--- src/rtl/fsg_pkg.sv ---
package fsg_pkg;

   typedef enum logic [2:0] {
      OP_WREN = 3'd0,
      OP_WRDI = 3'd1,
      OP_RDSR = 3'd2,
      OP_WRSR = 3'd3,
      OP_PP   = 3'd4,
      OP_SE   = 3'd5,
      OP_BE   = 3'd6,
      OP_NOP  = 3'd7
   } fsg_op_e;

   localparam int STAT_W   = 8;
   localparam int WIP_BIT  = 0;
   localparam int WEL_BIT  = 1;
   localparam int BP0_BIT  = 2;
   localparam int BP1_BIT  = 3;
   localparam int SRWD_BIT = 7;

   function automatic logic is_modify(input fsg_op_e op);
      return (op == OP_WRSR) || (op == OP_PP) || (op == OP_SE) || (op == OP_BE);
   endfunction

endpackage

--- src/rtl/fsg_prot_decode.sv ---
// Maps the two block-protect bits and a target address to a protected flag.
module fsg_prot_decode #(
   parameter int ADDR_W        = 16,
   parameter bit PROT_FROM_TOP = 1'b1
) (
   input  logic [1:0]        bp_i,
   input  logic [ADDR_W-1:0] addr_i,
   output logic              hit_o,
   output logic              any_bp_o
);
   localparam logic [ADDR_W-1:0] QUARTER = ADDR_W'(1) << (ADDR_W - 2);
   localparam logic [ADDR_W-1:0] HALF    = ADDR_W'(1) << (ADDR_W - 1);
   localparam logic [ADDR_W-1:0] TOP_Q   = HALF + QUARTER;

   logic in_quarter, in_half;

   generate
      if (PROT_FROM_TOP) begin : g_top
         assign in_quarter = (addr_i >= TOP_Q);
         assign in_half    = (addr_i >= HALF);
      end else begin : g_bottom
         assign in_quarter = (addr_i < QUARTER);
         assign in_half    = (addr_i < HALF);
      end
   endgenerate

   always_comb begin
      unique case (bp_i)
         2'b00:   hit_o = 1'b0;
         2'b01:   hit_o = in_quarter;
         2'b10:   hit_o = in_half;
         default: hit_o = 1'b1;
      endcase
   end

   assign any_bp_o = |bp_i;
endmodule

--- src/rtl/fsg_cycle_track.sv ---
// Samples the engine busy line and flags the end of a running cycle.
module fsg_cycle_track #(
   parameter int SYNC_STAGES = 0
) (
   input  logic clk,
   input  logic rst_n,
   input  logic busy_i,
   input  logic wip_i,
   output logic done_o
);
   logic busy_s;
   logic busy_q;

   generate
      if (SYNC_STAGES == 0) begin : g_direct
         assign busy_s = busy_i;
      end else begin : g_sync
         logic [SYNC_STAGES-1:0] chain_q;
         always_ff @(posedge clk or negedge rst_n) begin
            if (!rst_n) chain_q <= '0;
            else        chain_q <= {chain_q[SYNC_STAGES-2:0], busy_i};
         end
         assign busy_s = chain_q[SYNC_STAGES-1];
      end
   endgenerate

   always_ff @(posedge clk or negedge rst_n) begin
      if (!rst_n) busy_q <= 1'b0;
      else        busy_q <= busy_s;
   end

   assign done_o = wip_i & busy_q & ~busy_s;
endmodule

--- src/rtl/fsg_cmd_arbiter.sv ---
// Combinational accept/refuse decision for one decoded command.
module fsg_cmd_arbiter
   import fsg_pkg::*;
(
   input  logic    valid_i,
   input  fsg_op_e op_i,
   input  logic    wip_i,
   input  logic    wel_i,
   input  logic    srwd_i,
   input  logic    wp_n_i,
   input  logic    prot_hit_i,
   input  logic    any_bp_i,
   output logic    accept_o,
   output logic    refuse_o,
   output logic    set_wel_o,
   output logic    clr_wel_o,
   output logic    wr_stat_o
);
   logic modify, idle, allowed;

   assign modify = valid_i & is_modify(op_i);
   assign idle   = valid_i & ~wip_i;

   always_comb begin
      unique case (op_i)
         OP_WRSR: allowed = wel_i & ~(srwd_i & ~wp_n_i);
         OP_PP,
         OP_SE:   allowed = wel_i & ~prot_hit_i;
         OP_BE:   allowed = wel_i & ~any_bp_i;
         default: allowed = 1'b0;
      endcase
   end

   assign accept_o  = modify & ~wip_i & allowed;
   assign refuse_o  = modify & ~accept_o;
   assign set_wel_o = idle & (op_i == OP_WREN);
   assign clr_wel_o = idle & (op_i == OP_WRDI);
   assign wr_stat_o = accept_o & (op_i == OP_WRSR);
endmodule

--- src/rtl/fsg_status_regs.sv ---
// Holds WIP, WEL, block-protect and write-disable bits.
module fsg_status_regs #(
   parameter logic [1:0] RESET_BP   = 2'b00,
   parameter bit         RESET_SRWD = 1'b0
) (
   input  logic       clk,
   input  logic       rst_n,
   input  logic       accept_i,
   input  logic       set_wel_i,
   input  logic       clr_wel_i,
   input  logic       wr_stat_i,
   input  logic [2:0] new_prot_i,
   input  logic       done_i,
   output logic       wip_o,
   output logic       wel_o,
   output logic [1:0] bp_o,
   output logic       srwd_o
);
   always_ff @(posedge clk or negedge rst_n) begin
      if (!rst_n) begin
         wip_o  <= 1'b0;
         wel_o  <= 1'b0;
         bp_o   <= RESET_BP;
         srwd_o <= RESET_SRWD;
      end else begin
         if (accept_i)    wip_o <= 1'b1;
         else if (done_i) wip_o <= 1'b0;

         if (done_i || clr_wel_i) wel_o <= 1'b0;
         else if (set_wel_i)      wel_o <= 1'b1;

         if (wr_stat_i) begin
            srwd_o <= new_prot_i[2];
            bp_o   <= new_prot_i[1:0];
         end
      end
   end
endmodule

--- src/rtl/flash_status_guard.sv ---
module flash_status_guard
   import fsg_pkg::*;
#(
   parameter int         ADDR_W        = 16,
   parameter bit         PROT_FROM_TOP = 1'b1,
   parameter int         SYNC_STAGES   = 0,
   parameter logic [1:0] RESET_BP      = 2'b00,
   parameter bit         RESET_SRWD    = 1'b0
) (
   input  logic              clk,
   input  logic              rst_n,
   input  logic              cmd_valid_i,
   input  logic [2:0]        cmd_op_i,
   input  logic [ADDR_W-1:0] cmd_addr_i,
   input  logic [7:0]        cmd_data_i,
   input  logic              wp_n_i,
   input  logic              array_busy_i,
   output logic [7:0]        status_o,
   output logic              grant_o,
   output logic              deny_o,
   output logic              wel_o
);
   generate
      if (ADDR_W < 4) begin : g_bad_addr
         $error("flash_status_guard: ADDR_W must be at least 4");
      end
      if (SYNC_STAGES < 0 || SYNC_STAGES == 1) begin : g_bad_sync
         $error("flash_status_guard: SYNC_STAGES must be 0 or at least 2");
      end
   endgenerate

   fsg_op_e    op;
   logic       wip, wel, srwd, done;
   logic [1:0] bp;
   logic       prot_hit, any_bp;
   logic       accept, refuse, set_wel, clr_wel, wr_stat;
   logic [2:0] new_prot;
   logic       grant_q, deny_q;
   logic       unused_data;

   assign op          = fsg_op_e'(cmd_op_i);
   assign new_prot    = {cmd_data_i[SRWD_BIT], cmd_data_i[BP1_BIT], cmd_data_i[BP0_BIT]};
   assign unused_data = ^{cmd_data_i[6:4], cmd_data_i[1:0]};

   fsg_prot_decode #(.ADDR_W(ADDR_W), .PROT_FROM_TOP(PROT_FROM_TOP)) u_prot (
      .bp_i     (bp),
      .addr_i   (cmd_addr_i),
      .hit_o    (prot_hit),
      .any_bp_o (any_bp)
   );

   fsg_cmd_arbiter u_arb (
      .valid_i    (cmd_valid_i),
      .op_i       (op),
      .wip_i      (wip),
      .wel_i      (wel),
      .srwd_i     (srwd),
      .wp_n_i     (wp_n_i),
      .prot_hit_i (prot_hit),
      .any_bp_i   (any_bp),
      .accept_o   (accept),
      .refuse_o   (refuse),
      .set_wel_o  (set_wel),
      .clr_wel_o  (clr_wel),
      .wr_stat_o  (wr_stat)
   );

   fsg_cycle_track #(.SYNC_STAGES(SYNC_STAGES)) u_trk (
      .clk    (clk),
      .rst_n  (rst_n),
      .busy_i (array_busy_i),
      .wip_i  (wip),
      .done_o (done)
   );

   fsg_status_regs #(.RESET_BP(RESET_BP), .RESET_SRWD(RESET_SRWD)) u_regs (
      .clk        (clk),
      .rst_n      (rst_n),
      .accept_i   (accept),
      .set_wel_i  (set_wel),
      .clr_wel_i  (clr_wel),
      .wr_stat_i  (wr_stat),
      .new_prot_i (new_prot),
      .done_i     (done),
      .wip_o      (wip),
      .wel_o      (wel),
      .bp_o       (bp),
      .srwd_o     (srwd)
   );

   always_ff @(posedge clk or negedge rst_n) begin
      if (!rst_n) begin
         grant_q <= 1'b0;
         deny_q  <= 1'b0;
      end else begin
         grant_q <= accept;
         deny_q  <= refuse;
      end
   end

   always_comb begin
      status_o           = '0;
      status_o[WIP_BIT]  = wip;
      status_o[WEL_BIT]  = wel;
      status_o[BP0_BIT]  = bp[0];
      status_o[BP1_BIT]  = bp[1];
      status_o[SRWD_BIT] = srwd;
   end

   assign grant_o = grant_q;
   assign deny_o  = deny_q;
   assign wel_o   = wel;
endmodule

--- config.mk ---
export PLATFORM = sky130hd
export DESIGN_NAME = flash_status_guard
export DESIGN_NICKNAME = d
export VERILOG_FILES = /design/src/rtl/fsg_pkg.sv /design/src/rtl/fsg_prot_decode.sv /design/src/rtl/fsg_cycle_track.sv /design/src/rtl/fsg_cmd_arbiter.sv /design/src/rtl/fsg_status_regs.sv /design/src/rtl/flash_status_guard.sv
export SDC_FILE = /design/constraint.sdc
export NUM_CORES = 1
export LEC_CHECK = 0
export ABC_AREA = 0
export CORE_MARGIN = 2
export CORE_UTILIZATION = 30
export DETAILED_ROUTE_END_ITERATION = 16
export HOLD_SLACK_MARGIN = 0.08
export PLACE_DENSITY = 0.92
export SLEW_MARGIN = 20
export SYNTH_ARGS = -nofsm -noshare
export SYNTH_HDL_FRONTEND = slang
export SYNTH_SLANG_ARGS = --single-unit
--- constraint.sdc ---
create_clock -name clk -period 3.9 [get_ports clk]
set_clock_uncertainty 0.2 [all_clocks]
set_input_delay 0.39 -clock clk [delete_from_list [all_inputs] [get_ports clk]]
set_output_delay 0.39 -clock clk [all_outputs]
set_load 0.005 [all_outputs]
==> metrics.md, run 1 <==
| Metric | Value |
|---|---|
| Outcome | finished, final reports clean |
| Mapped Avg Cell Area | 11.43 um2 |
| TritonCTS buffer count | 3 |
| CTS H-Tree Depth | 1 |
| Leakage | 0.2783 nW |
| Commonest cells after routing, fill and taps aside | clkdlybuf4s50_1, dfrtp_1 |
| Total grt overflow | 0 |
| Worst min-delay path class | in2async |
| Minimum clock period | 1.801 ns |
| Iter 0 DRT Violations | 5 |
| IO Pins | 43 |
| Power density cells | 521.1 nW/um2 |
| Post-synthesis sequential area ratio | 46.11% |
| Max FO, Critical Path | 5 |
| Clock power share | 19.3% |
| TritonCTS Sinks | 8 |
| Row cnt | 13 |
| Combinational Power Share | 40.4% |
| Drt drc | 0 |
| Area growth syn-to-layout | 46.97% |
| Critical path's slowest cell | clkdlybuf4s50_1 |
| RSZ-0062 raised after global routing | false |
| Postcts setup bufs | 0 |
| Via-to-Cell Ratio | 4.750 |
| Max cap viols | 0 |
| CP cell instances | clkdlybuf4s50_1 |
| Total power | 0.3325 mW |
| Root buf cell | clkbuf_4 |
| Largest net degree at the start of global routing | 9 |
| Synth warn | 0 |
| Number of diodes | 0 |
| Worst path max stage delay | 0.55 ns |
| Switch share | 28.26% |
| Final hold violations | 0 |
| Final Slew Violations | 0 |
| First-pass GRT wire length | 1524 um |
| Placed Cells | 69 |
| Crit-path leading delay family | buffers and inverters |
| CTS tree | built |
| Worst path required time | 3.31 ns |
| Critical Path End Type | output pin |
| Final period util | 46.18% |
| Commonest non-fill, non-tap cell in the layout | clkdlybuf4s50_1 |
| Highest clock rate | 555.3 MHz |
| All-Layer GR Usage | 11.94% |
| Power Internal | 0.2385 mW |
| Initial antenna violation count | 0 |
| Initial Utilization | 32.55% |
| Routed wire length | 925 um |
| Die width | 42.04 um |
| Non-filler cells in the finished layout | 72 |
| Number of global-route vias before repair | 361 |
| Cell accounting for the most synthesized area | dfrtp_1 |
| Peak VDD IR | 0.1853 mV |
| Detailed Routing Iterations Pass 1 | 2 |
| Sequential power share | 40.3% |
| Final TNS setup | 0 ns |
| Post-CTS sizing | 0 |
| Post-DRT Antenna Nets | 0 |
| Number of setup violations in the final report | 0 |
| Final GP Congestion | 0.7302 |
| Critical path launch point type | flip-flop |
| Top cell type's share of synthesized area | 46.11% |
| IO buf count | 20 |
| Clk pin slew, worst setup/hold paths | 0.06 ns |
| Filler cell count | 124 |
| Cts hold-fix bufs | 0 |
| Avg WL per Cell | 12.85 um |
| Die area | 1767 um2 |
| Synth top area cells | dfrtp_1, buf_4, mux2_4 |
| Longest Clk Path Bufs | 2 |
| Layout cells sized above 1 | 14.04% |
| Crit path buf inv count | 1 |
| Worst Setup Path Type | reg2out |
| CP Data Arrival Time | 1.21 ns |
| Core area | 1334 um2 |
| Clock latency on the worst-skew pair | 0.25 ns |
| Die height | 42.04 um |
| Post-synthesis cell area | 434.2 um2 |
| Via count | 342 |
| Seq cells post-synth | 8 |
| Gate Count Post-Synth | 38 |
| Sw power | 0.09397 mW |
| Synth unique cells | 19 |
| Nets | 91 |
## synth_stat cells
library cell / n
o211a_1: 1
o31a_1: 1
a21boi_0: 1
mux2_4: 3
nand3_1: 2
conb_1: 1
nand2b_1: 1
inv_1: 2
buf_4: 6
and3b_1: 2
and3_4: 1
o21ai_0: 3
o22ai_1: 1
o21a_1: 1
dfrtp_1: 8
mux2_2: 1
nand4_1: 1
nor3b_1: 1
o211ai_1: 1
## power by group through the flow
stage / combinational [mW] / clock (mW) / sequential, mW
after CTS: 0.137 / 0.0670 / 0.135
after detailed placement: 0.136 / 0 / 0.136
after global routing: 0.145 / 0.0722 / 0.139
after global placement: 0.131 / 0 / 0.132
after floorplan: 0.0732 / 0 / 0.131
final: 0.134 / 0.0641 / 0.134
## final timing paths
kind	slack, ns	endpoint	start	depth (start not counted)
setup reg to reg	2.39	u_regs.srwd_o$_DFFE_PN0P_	u_regs.wip_o$_DFFE_PN0P_	3
min in group clk	0.29	u_regs.wel_o$_DFFE_PN0P_	u_regs.wip_o$_DFFE_PN0P_	1
max in group asynchronous	3.03	u_regs.srwd_o$_DFFE_PN0P_	rst_n	1
hold reg to reg	0.29	u_regs.wel_o$_DFFE_PN0P_	u_regs.wip_o$_DFFE_PN0P_	1
setup / recovery	2.10	status_o[2]	u_regs.bp_o[0]$_DFFE_PN0P_	1
hold / removal	0.21	u_regs.bp_o[0]$_DFFE_PN0P_	rst_n	1
## routing by layer
metal | vias up | GRT usage (%) | routed length, um
met4 | 0 | 6.875 | 0
met3 | 0 | 4.741 | 63
met5 | - | 0 | 0
li1 | 166 | - | -
met2 | 12 | 20.00 | 475
met1 | 164 | 12.63 | 385
## layout make-up
class	instances	area (um2)	area share [%]
sequential	8	200.2	31.37
timing repair buffer	20	200.2	31.37
clock buffer	3	22.52	3.529
tap	15	18.77	2.941
multi-input combinational	24	188.9	29.61
inverter	2	7.507	1.176
## cells by family after synthesis
| group | Yosys count | synth area share [%] |
|---|---|---|
| AO/OA/AOI/OAI | 9 | 14.41 |
| flip-flops | 8 | 46.11 |
| AND/OR/NAND/NOR | 8 | 13.55 |
| buffers and inverters | 8 | 12.10 |
| multiplexers | 4 | 12.97 |
| other | 1 | 0.8637 |
## registers in the layout (all words and copies together) (netlist names)
register	cells
u_regs.wip_o	1
u_regs.bp_o	2
u_trk.busy_q	1
u_regs.wel_o	1
deny_o	1
grant_o	1
u_regs.srwd_o	1
## per-stage QoR
| step | setup slack (ns) | area, um2 | hold slack, ns | utilization [%] |
|---|---|---|---|---|
| after detailed placement | 1.919 | 615.6 | 0.2811 | 46.15 |
| final | 2.099 | 638.1 | 0.2105 | 47.84 |
| after global placement | 1.932 | 615.6 | 0.2752 | 46.15 |
| after floorplan | 2.459 | 441.7 | -0.1056 | - |
| after CTS | 2.075 | 638.1 | 0.2145 | 47.84 |
| after global routing | 2.034 | 638.1 | 0.2337 | 47.84 |
Note: power is estimated with default switching activity, not from simulation.
==> inputs of run 2 (changes only) <==
--- a/config.mk
+++ b/config.mk
@@ -7,10 +7,10 @@
 export LEC_CHECK = 0
 export ABC_AREA = 0
 export CORE_MARGIN = 2
-export CORE_UTILIZATION = 30
+export CORE_UTILIZATION = 25
 export DETAILED_ROUTE_END_ITERATION = 16
 export HOLD_SLACK_MARGIN = 0.08
-export PLACE_DENSITY = 0.92
+export PLACE_DENSITY = 0.83
 export SLEW_MARGIN = 20
 export SYNTH_ARGS = -nofsm -noshare
 export SYNTH_HDL_FRONTEND = slang
==> constraint.sdc (replaced) <==
create_clock -name clk -period 1.5 [get_ports clk]
set_clock_uncertainty 0.2 [all_clocks]
set_input_delay 0.15 -clock clk [delete_from_list [all_inputs] [get_ports clk]]
set_output_delay 0.15 -clock clk [all_outputs]
set_load 0.005 [all_outputs]
==> run 2 against run 1 <==
First-iteration DRC count down 20%. Worst hold slack worse by 0.052 ns. Setup slack worse by 2.0 ns. Global-route usage up 0.77 points. Critical endpoint is now deny_o.
==> metrics.md, run 2 (synthesis gave the netlist of run 1 again) <==
| Metric | Value |
|---|---|
| Outcome | finished, final reports clean |
| Power density cells | 1292 nW/um2 |
| Detailed Routing Iterations Pass 1 | 4 |
| CTS tree | built |
| Clock latency on the worst-skew pair | 0.26 ns |
| DP Area | 663.1 um2 |
| Top reg by flops | u_regs.bp_o |
| Worst min-delay path class | in2reg |
| Setup ws final | 0.06309 ns |
| Worst reg2reg path depth | 4 |
| Root buf cell | clkbuf_4 |
| Worst path max stage delay | 0.50 ns |
| Final hold violations | 0 |
| First-pass GRT wire length | 1800 um |
| Post-detail-place hpwl | 815.1 um |
| Highest clock rate | 695.9 MHz |
| Drt drc | 0 |
| Number of diodes | 0 |
| CTS H-Tree Depth | 1 |
| Area growth syn-to-layout | 67.44% |
| Max FO, Critical Path | 1 |
| TritonCTS buffer count | 3 |
| Final GP Congestion | 0.7582 |
| CP endpoint | deny_o |
| Die width | 45.68 um |
| Die height | 45.68 um |
| Non-filler cells in the finished layout | 84 |
| Clk pin slew, worst setup/hold paths | 0.05 ns |
| Largest register FFs | 2 |
| Placed Cells | 77 |
| Final period util | 95.79% |
| Final Cell Area | 726.9 um2 |
| Avg WL per Cell | 11.95 um |
| IO Pins | 43 |
| R2R Setup Slk | 0.07 ns |
| GR met2 Demand/Resource | 17.46% |
| Reg-to-Reg End | u_regs.bp_o[0]$_DFFE_PN0P_ |
| Met1 Usage GRT | 14.22% |
| Initial Utilization | 25.99% |
| Crit-path leading delay family | buffers and inverters |
| RR Startpoint | u_regs.srwd_o$_DFFE_PN0P_ |
| Number of global-route vias before repair | 443 |
| Crit path buf inv count | 1 |
| Initial antenna violation count | 0 |
| Die area | 2086 um2 |
| Total grt overflow | 0 |
| Longest Clk Path Bufs | 2 |
| Critical Path Start | deny_o$_DFF_PN0_ |
| Peak VDD IR | 0.3695 mV |
| Critical path launch point type | flip-flop |
| Worst hold margin | 0.1586 ns |
| Via count | 392 |
| Global routing's busiest layer | met2 |
| Crit. path cell count | 1 |
| Critical Path End Type | output pin |
| Worst Setup Path Type | reg2out |
| RSZ-0062 raised after global routing | false |
| Commonest cells after routing, fill and taps aside | clkdlybuf4s50_1, buf_4, dfrtp_1, dlymetal6s2s_1 |
| Place WS | -0.1946 ns |
| CP cell instances | clkdlybuf4s50_1 |
| Via-to-Cell Ratio | 4.667 |
| Leakage | 0.3846 nW |
| Routed wire length | 1004 um |
| Critical path's slowest cell | clkdlybuf4s50_1 |
| Number of setup violations in the final report | 0 |
| Worst path required time | 1.15 ns |
| Filler cell count | 159 |
| Iter 0 DRT Violations | 4 |
| Row cnt | 15 |
| Nets | 101 |
| CP Data Arrival Time | 1.09 ns |
| Core area | 1670 um2 |
| Max cap viols | 0 |
| Minimum clock period | 1.437 ns |
| Largest net degree at the start of global routing | 9 |
| TritonCTS Sinks | 8 |
| Met3 usage | 5.952% |
| All-Layer GR Usage | 12.70% |
| Final Slew Violations | 0 |
| IO buf count | 20 |
| Commonest non-fill, non-tap cell in the layout | clkdlybuf4s50_1 |
| Post-DRT Antenna Nets | 0 |
| Layout cells sized above 1 | 25.37% |
run 2: power breakdown:
group,leakage (nW),internal (mW),switching (mW),total (mW)
Clock,0.0138,0.0915,0.0723,0.164
Combinational,0.268,0.304,0.153,0.457
Sequential,0.103,0.284,0.0345,0.318
run 2: worst min-delay path by stage:
stage	start	to	slack [ns]	depth (start not counted)
global placement	rst_n	u_trk.busy_q$_DFF_PN0_	0.25	1
detailed placement	rst_n	u_trk.busy_q$_DFF_PN0_	0.25	1
CTS	array_busy_i	u_trk.busy_q$_DFF_PN0_	0.16	1
floorplan	rst_n	deny_o$_DFF_PN0_	-0.35	0
global route	array_busy_i	u_trk.busy_q$_DFF_PN0_	0.18	1
finish	array_busy_i	u_trk.busy_q$_DFF_PN0_	0.16	1
run 2: what timing repair did:
action	4_1_cts	5_1_grt
endpoints found under the hold margin	8	0
pin swaps	0	0
hold buffers	1	0
buffers inserted	2	1
resized for setup	1	4
endpoints found under the setup margin	3	5
run 2: per-layer routing:
layer / vias up / routed length (um)
li1: 191 / -
met1: 182 / 430
met2: 17 / 455
met3: 2 / 93
met4: 0 / 25
met5: - / 0
run 2: layout make-up:
class / instances / area (um2) / share of cell area [%]
well taps: 17 / 21.27 / 2.926
inverters: 2 / 7.507 / 1.033
flip-flops and latches: 8 / 200.2 / 27.54
multi-input cells: 24 / 188.9 / 25.99
repair buffers: 30 / 286.5 / 39.41
clock buffers: 3 / 22.52 / 3.098
run 2: per-stage QoR:
step	utilization, %	power, mW	TNS [ns]
after floorplan	-	0.5309	0
after global placement	39.70	0.7328	-0.9272
after detailed placement	39.70	0.7429	-0.9518
after CTS	42.47	0.9416	0
after global routing	43.52	1.014	0
final	43.52	0.9389	0
==> inputs of run 3 (changes only) <==
--- a/config.mk
+++ b/config.mk
@@ -8,10 +8,11 @@
 export ABC_AREA = 0
 export CORE_MARGIN = 2
 export CORE_UTILIZATION = 25
+export CTS_CLUSTER_DIAMETER = 100
 export DETAILED_ROUTE_END_ITERATION = 16
 export HOLD_SLACK_MARGIN = 0.08
 export PLACE_DENSITY = 0.83
-export SLEW_MARGIN = 20
+export SLEW_MARGIN = 30
 export SYNTH_ARGS = -nofsm -noshare
 export SYNTH_HDL_FRONTEND = slang
 export SYNTH_SLANG_ARGS = --single-unit
==> results of run 3 <==
Final layout, timing and power as in run 2 (identical DEF).
